--- src/rtl/i2cboot_pkg.sv ---
package i2cboot_pkg;

  typedef enum logic [2:0] {
    OP_START   = 3'd0,
    OP_RESTART = 3'd1,
    OP_STOP    = 3'd2,
    OP_WRITE   = 3'd3,
    OP_READ    = 3'd4
  } bus_op_e;

  typedef enum logic [3:0] {
    S_WAIT, S_START, S_DEVW, S_ADDR, S_RESTART,
    S_DEVR, S_READ, S_EVAL, S_STOP, S_DONE
  } seq_state_e;

  typedef enum logic [1:0] {
    END_RETRY, END_FAIL, END_OK
  } end_kind_e;

  localparam logic [4:0] DEV_UPPER = 5'b10100;
  localparam int         STRAP_W   = 2;
  localparam int         BURST     = 8;

endpackage

--- src/rtl/boot_dev_addr.sv ---
module boot_dev_addr
  import i2cboot_pkg::*;
(
  input  logic               clk,
  input  logic               rst,
  input  logic [STRAP_W-1:0] strap,
  output logic [6:0]         dev_addr
);
  logic [STRAP_W-1:0] strap_q;

  // captured continuously while reset is held, frozen at release
  always_ff @(posedge clk) begin
    if (rst) strap_q <= strap;
  end

  assign dev_addr = {DEV_UPPER, strap_q};
endmodule

--- src/rtl/boot_rec_shift.sv ---
module boot_rec_shift #(
  parameter int BYTES = 8
) (
  input  logic               clk,
  input  logic               rst,
  input  logic               shift_en,
  input  logic [7:0]         din,
  output logic [BYTES*8-1:0] rec
);
  localparam int W = BYTES * 8;

  // bytes enter at the bottom, so the first byte ends up most significant
  always_ff @(posedge clk) begin
    if (rst)           rec <= '0;
    else if (shift_en) rec <= {rec[W-9:0], din};
  end
endmodule

--- src/rtl/boot_status.sv ---
module boot_status (
  input  logic       clk,
  input  logic       rst,
  input  logic       set_ok,
  input  logic       set_fail,
  input  logic [1:0] clr,
  input  logic       en_ok,
  input  logic       en_fail,
  output logic       sts_ok,
  output logic       sts_fail,
  output logic       irq_ok,
  output logic       irq_fail
);
  logic ok_n, fail_n;

  always_comb begin
    ok_n   = set_ok   | (sts_ok   & ~clr[0]);
    fail_n = set_fail | (sts_fail & ~clr[1]);
  end

  always_ff @(posedge clk) begin
    if (rst) begin
      sts_ok   <= 1'b0;
      sts_fail <= 1'b0;
      irq_ok   <= 1'b0;
      irq_fail <= 1'b0;
    end else begin
      sts_ok   <= ok_n;
      sts_fail <= fail_n;
      irq_ok   <= ok_n & en_ok;
      irq_fail <= fail_n & en_fail;
    end
  end
endmodule

--- src/rtl/boot_seq.sv ---
module boot_seq
  import i2cboot_pkg::*;
#(
  parameter int MAX_REGS   = 1024,
  parameter int RETRIES    = 6,
  parameter int ADDR_BYTES = 2
) (
  input  logic        clk,
  input  logic        rst,
  input  logic [6:0]  dev_addr,
  input  logic        bus_idle,
  input  logic        mst_done,
  input  logic        mst_ack,
  input  logic        mst_arb_lost,
  input  logic [63:0] rec,
  output logic        cmd_valid,
  output logic [2:0]  cmd_op,
  output logic [7:0]  cmd_data,
  output logic        cmd_rd_nack,
  output logic        shift_en,
  output logic        wr_en,
  output logic [31:0] wr_addr,
  output logic [31:0] wr_data,
  output logic        set_ok,
  output logic        set_fail
);
  localparam int CNT_W = $clog2(MAX_REGS + 1);
  localparam int RTY_W = $clog2(RETRIES + 1);
  localparam int PTR_W = ADDR_BYTES * 8;
  localparam int IDX_W = $clog2(BURST);

  seq_state_e       state;
  end_kind_e        end_kind;
  logic             pend, hunting, to_read, header;
  logic [IDX_W-1:0] idx;
  logic [RTY_W-1:0] nack_cnt;
  logic [CNT_W-1:0] remaining;
  logic [PTR_W-1:0] ptr;

  logic             is_cmd, fin;
  bus_op_e          op_c;
  logic [7:0]       data_c;
  logic [PTR_W-1:0] ptr_sh;
  logic [15:0]      hdr_cnt;
  logic             filler_ok, cnt_big;

  assign ptr_sh    = ptr >> (8 * (ADDR_BYTES - 1 - int'(idx)));
  assign hdr_cnt   = rec[63:48];
  assign filler_ok = &rec[47:0];
  assign cnt_big   = {1'b0, hdr_cnt} > 17'(MAX_REGS);
  assign fin       = pend & mst_done;
  assign shift_en  = fin && (state == S_READ);

  always_comb begin
    is_cmd = 1'b1;
    op_c   = OP_WRITE;
    data_c = 8'h00;
    case (state)
      S_START:   op_c   = OP_START;
      S_DEVW:    data_c = {dev_addr, 1'b0};
      S_ADDR:    data_c = ptr_sh[7:0];
      S_RESTART: op_c   = OP_RESTART;
      S_DEVR:    data_c = {dev_addr, 1'b1};
      S_READ:    op_c   = OP_READ;
      S_STOP:    op_c   = OP_STOP;
      default:   is_cmd = 1'b0;
    endcase
  end

  always_ff @(posedge clk) begin
    if (rst) begin
      state       <= S_WAIT;
      end_kind    <= END_OK;
      pend        <= 1'b0;
      hunting     <= 1'b1;
      to_read     <= 1'b0;
      header      <= 1'b1;
      idx         <= '0;
      nack_cnt    <= '0;
      remaining   <= '0;
      ptr         <= '0;
      cmd_valid   <= 1'b0;
      cmd_op      <= 3'd0;
      cmd_data    <= 8'h00;
      cmd_rd_nack <= 1'b0;
      wr_en       <= 1'b0;
      wr_addr     <= '0;
      wr_data     <= '0;
      set_ok      <= 1'b0;
      set_fail    <= 1'b0;
    end else begin
      cmd_valid <= 1'b0;
      wr_en     <= 1'b0;
      set_ok    <= 1'b0;
      set_fail  <= 1'b0;
      if (is_cmd && !pend) begin
        cmd_valid   <= 1'b1;
        cmd_op      <= op_c;
        cmd_data    <= data_c;
        cmd_rd_nack <= (idx == IDX_W'(BURST - 1));
        pend        <= 1'b1;
      end else if (fin) begin
        pend <= 1'b0;
        if (mst_arb_lost && state != S_STOP) begin
          if (hunting) state <= S_WAIT;
          else begin
            set_fail <= 1'b1;
            state    <= S_DONE;
          end
        end else begin
          case (state)
            S_START: state <= S_DEVW;
            S_DEVW: begin
              if (!mst_ack) begin
                state <= S_STOP;
                if (hunting) begin
                  nack_cnt <= nack_cnt + 1'b1;
                  end_kind <= (nack_cnt == RTY_W'(RETRIES - 1)) ? END_FAIL : END_RETRY;
                end else end_kind <= END_FAIL;
              end else begin
                hunting <= 1'b0;
                idx     <= '0;
                state   <= S_ADDR;
              end
            end
            S_ADDR: begin
              if (!mst_ack) begin
                end_kind <= END_FAIL;
                state    <= S_STOP;
              end else if (idx == IDX_W'(ADDR_BYTES - 1)) begin
                idx     <= '0;
                to_read <= 1'b1;
                state   <= S_RESTART;
              end else idx <= idx + 1'b1;
            end
            S_RESTART: state <= to_read ? S_DEVR : S_DEVW;
            S_DEVR: begin
              if (!mst_ack) begin
                end_kind <= END_FAIL;
                state    <= S_STOP;
              end else begin
                idx   <= '0;
                state <= S_READ;
              end
            end
            S_READ: begin
              if (idx == IDX_W'(BURST - 1)) begin
                idx   <= '0;
                state <= S_EVAL;
              end else idx <= idx + 1'b1;
            end
            S_STOP: begin
              case (end_kind)
                END_RETRY: state <= S_WAIT;
                END_FAIL: begin
                  set_fail <= 1'b1;
                  state    <= S_DONE;
                end
                default: begin
                  set_ok <= 1'b1;
                  state  <= S_DONE;
                end
              endcase
            end
            default: ;
          endcase
        end
      end else if (state == S_WAIT) begin
        if (bus_idle) state <= S_START;
      end else if (state == S_EVAL) begin
        if (header) begin
          if (!filler_ok || cnt_big) begin
            end_kind <= END_FAIL;
            state    <= S_STOP;
          end else if (hdr_cnt == 16'd0) begin
            end_kind <= END_OK;
            state    <= S_STOP;
          end else begin
            remaining <= CNT_W'(hdr_cnt);
            header    <= 1'b0;
            ptr       <= ptr + PTR_W'(BURST);
            to_read   <= 1'b0;
            state     <= S_RESTART;
          end
        end else begin
          wr_en     <= 1'b1;
          wr_addr   <= rec[63:32];
          wr_data   <= rec[31:0];
          remaining <= remaining - 1'b1;
          ptr       <= ptr + PTR_W'(BURST);
          if (remaining == CNT_W'(1)) begin
            end_kind <= END_OK;
            state    <= S_STOP;
          end else begin
            to_read <= 1'b0;
            state   <= S_RESTART;
          end
        end
      end
    end
  end
endmodule

--- src/rtl/i2c_boot_loader.sv ---
module i2c_boot_loader
  import i2cboot_pkg::*;
#(
  parameter int MAX_REGS   = 1024,
  parameter int RETRIES    = 6,
  parameter int ADDR_BYTES = 2
) (
  input  logic        clk,
  input  logic        rst,
  input  logic [1:0]  strap_sel,
  input  logic        bus_idle,
  input  logic        mst_done,
  input  logic        mst_ack,
  input  logic        mst_arb_lost,
  input  logic [7:0]  mst_rdata,
  output logic        cmd_valid,
  output logic [2:0]  cmd_op,
  output logic [7:0]  cmd_data,
  output logic        cmd_rd_nack,
  output logic        reg_wr_en,
  output logic [31:0] reg_wr_addr,
  output logic [31:0] reg_wr_data,
  input  logic        irq_ok_en,
  input  logic        irq_fail_en,
  input  logic [1:0]  sts_clr,
  output logic        sts_ok,
  output logic        sts_fail,
  output logic        irq_ok,
  output logic        irq_fail
);
  logic [6:0]  dev_addr;
  logic [63:0] rec;
  logic        shift_en, set_ok, set_fail;

  boot_dev_addr u_dev (
    .clk(clk), .rst(rst), .strap(strap_sel), .dev_addr(dev_addr)
  );

  boot_rec_shift #(.BYTES(BURST)) u_shift (
    .clk(clk), .rst(rst), .shift_en(shift_en), .din(mst_rdata), .rec(rec)
  );

  boot_seq #(
    .MAX_REGS(MAX_REGS), .RETRIES(RETRIES), .ADDR_BYTES(ADDR_BYTES)
  ) u_seq (
    .clk(clk), .rst(rst), .dev_addr(dev_addr), .bus_idle(bus_idle),
    .mst_done(mst_done), .mst_ack(mst_ack), .mst_arb_lost(mst_arb_lost),
    .rec(rec), .cmd_valid(cmd_valid), .cmd_op(cmd_op), .cmd_data(cmd_data),
    .cmd_rd_nack(cmd_rd_nack), .shift_en(shift_en), .wr_en(reg_wr_en),
    .wr_addr(reg_wr_addr), .wr_data(reg_wr_data),
    .set_ok(set_ok), .set_fail(set_fail)
  );

  boot_status u_sts (
    .clk(clk), .rst(rst), .set_ok(set_ok), .set_fail(set_fail),
    .clr(sts_clr), .en_ok(irq_ok_en), .en_fail(irq_fail_en),
    .sts_ok(sts_ok), .sts_fail(sts_fail), .irq_ok(irq_ok), .irq_fail(irq_fail)
  );
endmodule

--- config.mk ---
export PLATFORM = sky130hd
export DESIGN_NAME = i2c_boot_loader
export DESIGN_NICKNAME = d
export VERILOG_FILES = /design/src/rtl/i2cboot_pkg.sv /design/src/rtl/boot_dev_addr.sv /design/src/rtl/boot_rec_shift.sv /design/src/rtl/boot_status.sv /design/src/rtl/boot_seq.sv /design/src/rtl/i2c_boot_loader.sv
export SDC_FILE = /design/constraint.sdc
export NUM_CORES = 1
export LEC_CHECK = 0
export BUFFER_PORTS_ARGS = -buffer_cell sky130_fd_sc_hd__buf_2
export CORE_ASPECT_RATIO = 0.8
export CORE_MARGIN = 2
export CORE_UTILIZATION = 35
export DETAILED_ROUTE_END_ITERATION = 8
export RECOVER_POWER = 100
export SYNTH_ARGS = -nofsm -noshare
export SYNTH_HDL_FRONTEND = slang
export SYNTH_SLANG_ARGS = --single-unit
--- constraint.sdc ---
create_clock -name clk -period 2.3 [get_ports clk]
set_clock_uncertainty 0.15 [all_clocks]
set_input_delay 0.46 -clock clk [delete_from_list [all_inputs] [get_ports clk]]
set_output_delay 0.46 -clock clk [all_outputs]
set_load 0.02 [all_outputs]
* Word level (Yosys, flattened, before mapping) *
Cells that the tools add are included.

cells by class
  add/sub/neg operators = 5
  $lt $le $gt $ge = 1
  equality and inequality tests = 34
  shifts and indexed selects = 1
  mux-type cells = 68
  bitwise gates (word level) = 17
  reductions and logical operators = 31

operators with widths
  operator                                                          number
  two-way mux 4 bit                                                 16
  two-way mux 16 bit                                                3
  AND reduction 48 bit                                              1
  two-way mux 11 bit                                                3
  >> shifter 16 x 32 -> 8 bit                                       1
  one-hot mux 4 bit (7 select lines)                                1
  two-way mux 1 bit                                                 25
  one-hot mux 8 bit (3 select lines)                                1
  AND reduction 6 bit                                               4
  two-way mux 2 bit                                                 11
  adder 16 x 4 -> 16 bit (second input constant)                    1
  equality test 4 x 3 -> 1 bit (second input constant)              4
  greater-than comparator 16 x 11 -> 1 bit (second input constant)  1
  logical NOT 16 bit                                                1
  two-way mux 3 bit                                                 5
  inequality test 3 bit (second input constant)                     5
  inequality test 2 bit (second input constant)                     7
  inequality test 4 bit (second input constant)                     3
  one-hot mux 3 bit (4 select lines)                                1
  equality test 11 x 1 -> 1 bit (second input constant)             1
  subtractor 11 x 1 -> 11 bit (second input constant)               1
  inverter 1 bit                                                    10
  AND reduction 10 bit                                              1
  AND reduction 5 bit                                               2
  other kinds (30)                                                  48

storage, ports and cells
  register bits after elaboration = 193
  output and inout bits = 82

* Longest topological paths before layout *
  word-level depth = 8
  depth in mapped cells = 8

* Modules after synthesis *
From an unflattened synthesis, not the netlist that was laid out.

unflattened totals
  cell total of the unflattened synthesis = 952
  area, all modules = 8194.1 sq um

by module, submodules not included
  module          times used  cells an instance  area each (sq um)
  boot_seq        1           723                5642.9
  boot_rec_shift  1           206                2290.9
  boot_status     1           14                 155.1
  boot_dev_addr   1           9                  105.1

* Worst setup path before layout *
No wires, ideal clock.

  path type = reg2reg
  start point = register u_shift.rec[59]
  end point = register u_seq.ptr[9]
  arrival = 1952 ps
  data required time = 2027 ps
  path slack = 75 ps
  cell stages (with the launch flop) = 8
  path buffers = 1
  clock period less this slack = 2225 ps
  path through = dfxtp_1 or4_4 nor2_2 nand4_2 o21a_1 buf_6 nor4_1 mux2_1

on the way
  cells in the longest elaborated chain, start to end = 4

ends and longest elaborated chain
  what                                      line                  RTL
  start, declared                           boot_rec_shift.sv:8   output logic [BYTES*8-1:0] rec
  start signal, assigned                    boot_rec_shift.sv:15  else if (shift_en) rec <= {rec[W-9:0], din};
  greater-than comparator 16 x 11 -> 1 bit  boot_seq.sv:50        assign cnt_big = {1'b0, hdr_cnt} > 17'(MAX_REGS);
  logical OR 1 bit                          boot_seq.sv:172       if (!filler_ok || cnt_big) begin
  inequality test 2 bit (no source line)    --
  AND reduction 6 bit (no source line) (*)  --
  end signal, assigned                      boot_seq.sv:181       ptr <= ptr + PTR_W'(BURST);
  end signal, assigned                      boot_seq.sv:190       ptr <= ptr + PTR_W'(BURST);
  end, declared                             boot_seq.sv:38        logic [PTR_W-1:0] ptr;

Every way passes the cells marked *; elsewhere a longest branch is shown, timed or not.
A chain may end at the register's enable or synchronous reset.

* Worst setup path in the final report *
  start point = register u_shift.rec[17]
  end point = register u_seq.remaining[10]

on the way
  cells in the longest elaborated chain, start to end = 5

ends and longest elaborated chain
  what                                    line             RTL
  AND reduction 48 bit                    boot_seq.sv:49   assign filler_ok = &rec[47:0];
  logical NOT 1 bit                       boot_seq.sv:172
  logical OR 1 bit                        boot_seq.sv:172
  inequality test 2 bit (no source line)  --
  AND reduction 6 bit (no source line)    --
  end signal, assigned                    boot_seq.sv:179  remaining <= CNT_W'(hdr_cnt);
  end signal, assigned                    boot_seq.sv:189  remaining <= remaining - 1'b1;
  end, declared                           boot_seq.sv:37   logic [CNT_W-1:0] remaining;

Every way passes these cells.

==> out/results.ini <==
[global_routing]
overflow = 0
grt_max_degree = 65
grt_use_total_pct = 17.9
antenna_found_initial = 2
grt_pass1_vias = 6963
grt_pass1_wl_mm = 35.6

[setup_path]
crit_top_cell = buf_6
crit_fanout = 6
setup.worst_path.end_class = flop
critPathTopFamily = simple AND/OR/NAND/NOR gates
arrival_ns = 2.38
crit_type = flop to flop
crit_path_cell_trace = nand4_1 > nor4_2 > buf_4 > nand4_4 > buf_6 > nor2_4 > buf_6 > mux2i_1 > a2111oi_1
crit_buf_inv = 3
required_ns = 2.46
critPathLaunchType = flop
slowest_delay_ns = 0.33
crit_path_top_delay_cell = dfxtp_2

[clock_tree]
htree_num_levels = 4
clk_pin_slew_ns = 0.07
cts_buffer_depth = 2
cts_root_buf = clkbuf_16
tritoncts.num_buffers = 17
cts_num_sinks = 190
clock_latency_ns = 0.43
cts_tree = done

[timing]
slew_viol_final = 0
setup_slack_ns = 0.0843
setup_viol = 0
hold_viol = 0
timing.fmax_mhz = 451
period_minus_slack_ns = 2.22
tightest_slew_ns = 0.588
rsz0062_at_grt = yes
finalCritPeriodShare_pct = 96.3
slew_headroom_pct = 60.8

[synth]
syn-cell-area_um2 = 8010
synthFlopType = dfxtp_1
synth_seq_cells = 190
synthArstFlopShare_pct = 0
syn_area_per_cell_um2 = 7.79
ys_seq_area_share_pct = 47.8
synth.distinct_cells = 65
synth_edf_count = 2
yosysWarnings = 0
synthCells = 1027
syn_nets = 1054

[cells_and_area]
syn_to_final_growth_pct = 27.2
final_cell_mix = nand2_1, dfxtp_1, a21oi_1, buf_4, clkbuf_1
final.fill_count = 2340
layout_commonest_cell = nand2_1
design_area_um2 = 10200
drive_gt1_share_pct = 17.4
final_cells = 1512
num-nets-final = 1218

[floorplanning]
start_util_pct = 35.7
rows = 49
core-area_um2 = 22400
die_area_um2 = 24100
die_w_um = 173
die_height_um = 139
io_pins = 102

[hold_path]
hp-class = input pin to flop

[route]
viasPerCell = 5.03
dr.pass1.iters = 5
ant_nets = 0
drt_iter0_markers = 556
post_drt_wl_per_cell_um = 14.5
drc = 0
routed_wl_mm = 21.9
dr_total_vias = 7601

[place]
dp.cells = 1473
placedInstanceArea_um2 = 9540
place.gp.congestion = 0.820
place_ws_ns = -0.0464
dpl.hpwl_mm = 15.2
io_buffers = 101

[status]
status = completed

[power]
leakage_uw = 0.00357
p_per_area_nw_per_um2 = 721
vdd.ir_drop.worst_v = 0.000342

[run]
maxCapViolCount = 0

[Yosys cell counts (all sizes together), types with 4 or more instances]
cell type | count | area [um^2]
nand2b | 9 | 56.3
o22ai | 4 | 25.0
o211ai | 4 | 30.0
and3 | 5 | 31.3
o21ai | 34 | 170
nand3 | 15 | 75.1
nor3 | 16 | 80.1
dfxtp | 188 | 3760
nor2 | 55 | 209
nand2 | 282 | 1060
a211oi | 10 | 75.1
nand4 | 20 | 131
a311oi | 5 | 43.8
inv | 15 | 56.3
nor2b | 10 | 62.6
mux2 | 7 | 78.8
clkbuf | 65 | 244
a31oi | 5 | 31.3
buf | 12 | 58.8
and2 | 9 | 56.3
a22oi | 4 | 30.0
ha | 7 | 87.6
nor4b | 4 | 35.0
or4 | 7 | 56.3
o31ai | 5 | 37.5
mux2i | 8 | 80.1
a21o | 4 | 30.0
a21oi | 162 | 811
nor4 | 10 | 68.8
[through the flow]
| stage | hold WS (ns) | setup TNS, ns | total power, uW | utilization [%] |
|---|---|---|---|---|
| final | 0.0585 | 0 | 7350 | 45.4 |
| after global routing | 0.0409 | -0.0400 | 7690 | 45.4 |
| after floorplan | 0.289 | 0 | 4140 | - |
| after CTS | 0.0402 | 0 | 7410 | 45.1 |
| after detailed placement | 0.293 | -0.0938 | 4500 | 42.5 |
| after global placement | 0.290 | 0 | 4490 | 42.5 |
[layer usage]
metal | vias to the layer above | GRT usage [%] | wire (um)
met1 | 3537 | 26.7 | 11100
met5 | - | 0 | 0
li1 | 3875 | - | -
met2 | 176 | 26.2 | 9470
met4 | 0 | 4.46 | 188
met3 | 13 | 3.77 | 1150
[cell type report]
| type | count | area (um^2) | share of cell area (%) |
|---|---|---|---|
| diodes | 2 | 5.00 | 0.0491 |
| clock buffers | 21 | 450 | 4.42 |
| clock inverters | 11 | 125 | 1.23 |
| inverters | 15 | 56.3 | 0.553 |
| multi-input cells | 746 | 3970 | 38.9 |
| flip-flops and latches | 190 | 3830 | 37.6 |
| well taps | 306 | 383 | 3.76 |
| repair buffers | 221 | 1370 | 13.4 |
[flip-flops by register name, summed over array words and instances (netlist names), 3 cells and up]
register,cells
u_seq.nack_cnt,3
u_shift.rec,64
u_seq.state,4
u_seq.ptr,13
u_seq.cmd_op,3
u_seq.remaining,11
u_seq.idx,3
u_seq.cmd_data,8
u_seq.wr_addr,32
u_seq.wr_data,32
[worst reg2reg max path: cells and delay by family (launching register included)]
kind	cells	cell delay, ns
AO/OA/AOI/OAI	1	0.33
buffers and inverters	3	0.49
flip-flops	1	0.33
multiplexers	1	0.07
AND/OR/NAND/NOR	4	0.72
[report_power, final]
| group | internal, uW | total (uW) | switching [uW] |
|---|---|---|---|
| Combinational | 380 | 957 | 577 |
| Clock | 1570 | 2920 | 1350 |
| Sequential | 3390 | 3470 | 78.8 |
| Total | 5340 | 7350 | 2010 |
[logic make-up (layout without fill, tap and decap cells)]
group / count (synthesis) / count (layout) / synth area share (%)
compound gates: 260 / 261 / 18.5
xor+xnor: 3 / 3 / 0.328
fa+ha+maj: 7 / 7 / 1.09
buf+inv: 92 / 268 / 4.49
flops: 190 / 190 / 47.8
mux: 15 / 15 / 1.98
other cells: 0 / 2 / 0
simple gates: 460 / 460 / 25.8
[what timing repair did]
action / in CTS / in global routing
resized for setup: 2 / 30
setup buffers: 0 / 2
cloned: 0 / 3
hold buffers: 0 / 0
pin swaps: 0 / 4
setup endpoints to repair: 10 / 27
[worst paths after layout]
check	start	to	slack, ns	cells after the start
worst max register to register	u_shift.rec[17]	u_seq.remaining[10]	0.08	9
worst min register to register	u_seq.wr_addr[15]	u_seq.wr_addr[15]	0.30	2
worst max-delay path	u_shift.rec[17]	u_seq.remaining[10]	0.08	9
worst min-delay path	strap_sel[1]	u_dev.strap_q[1]	0.06	1
Power figures use the tool's default switching activity.
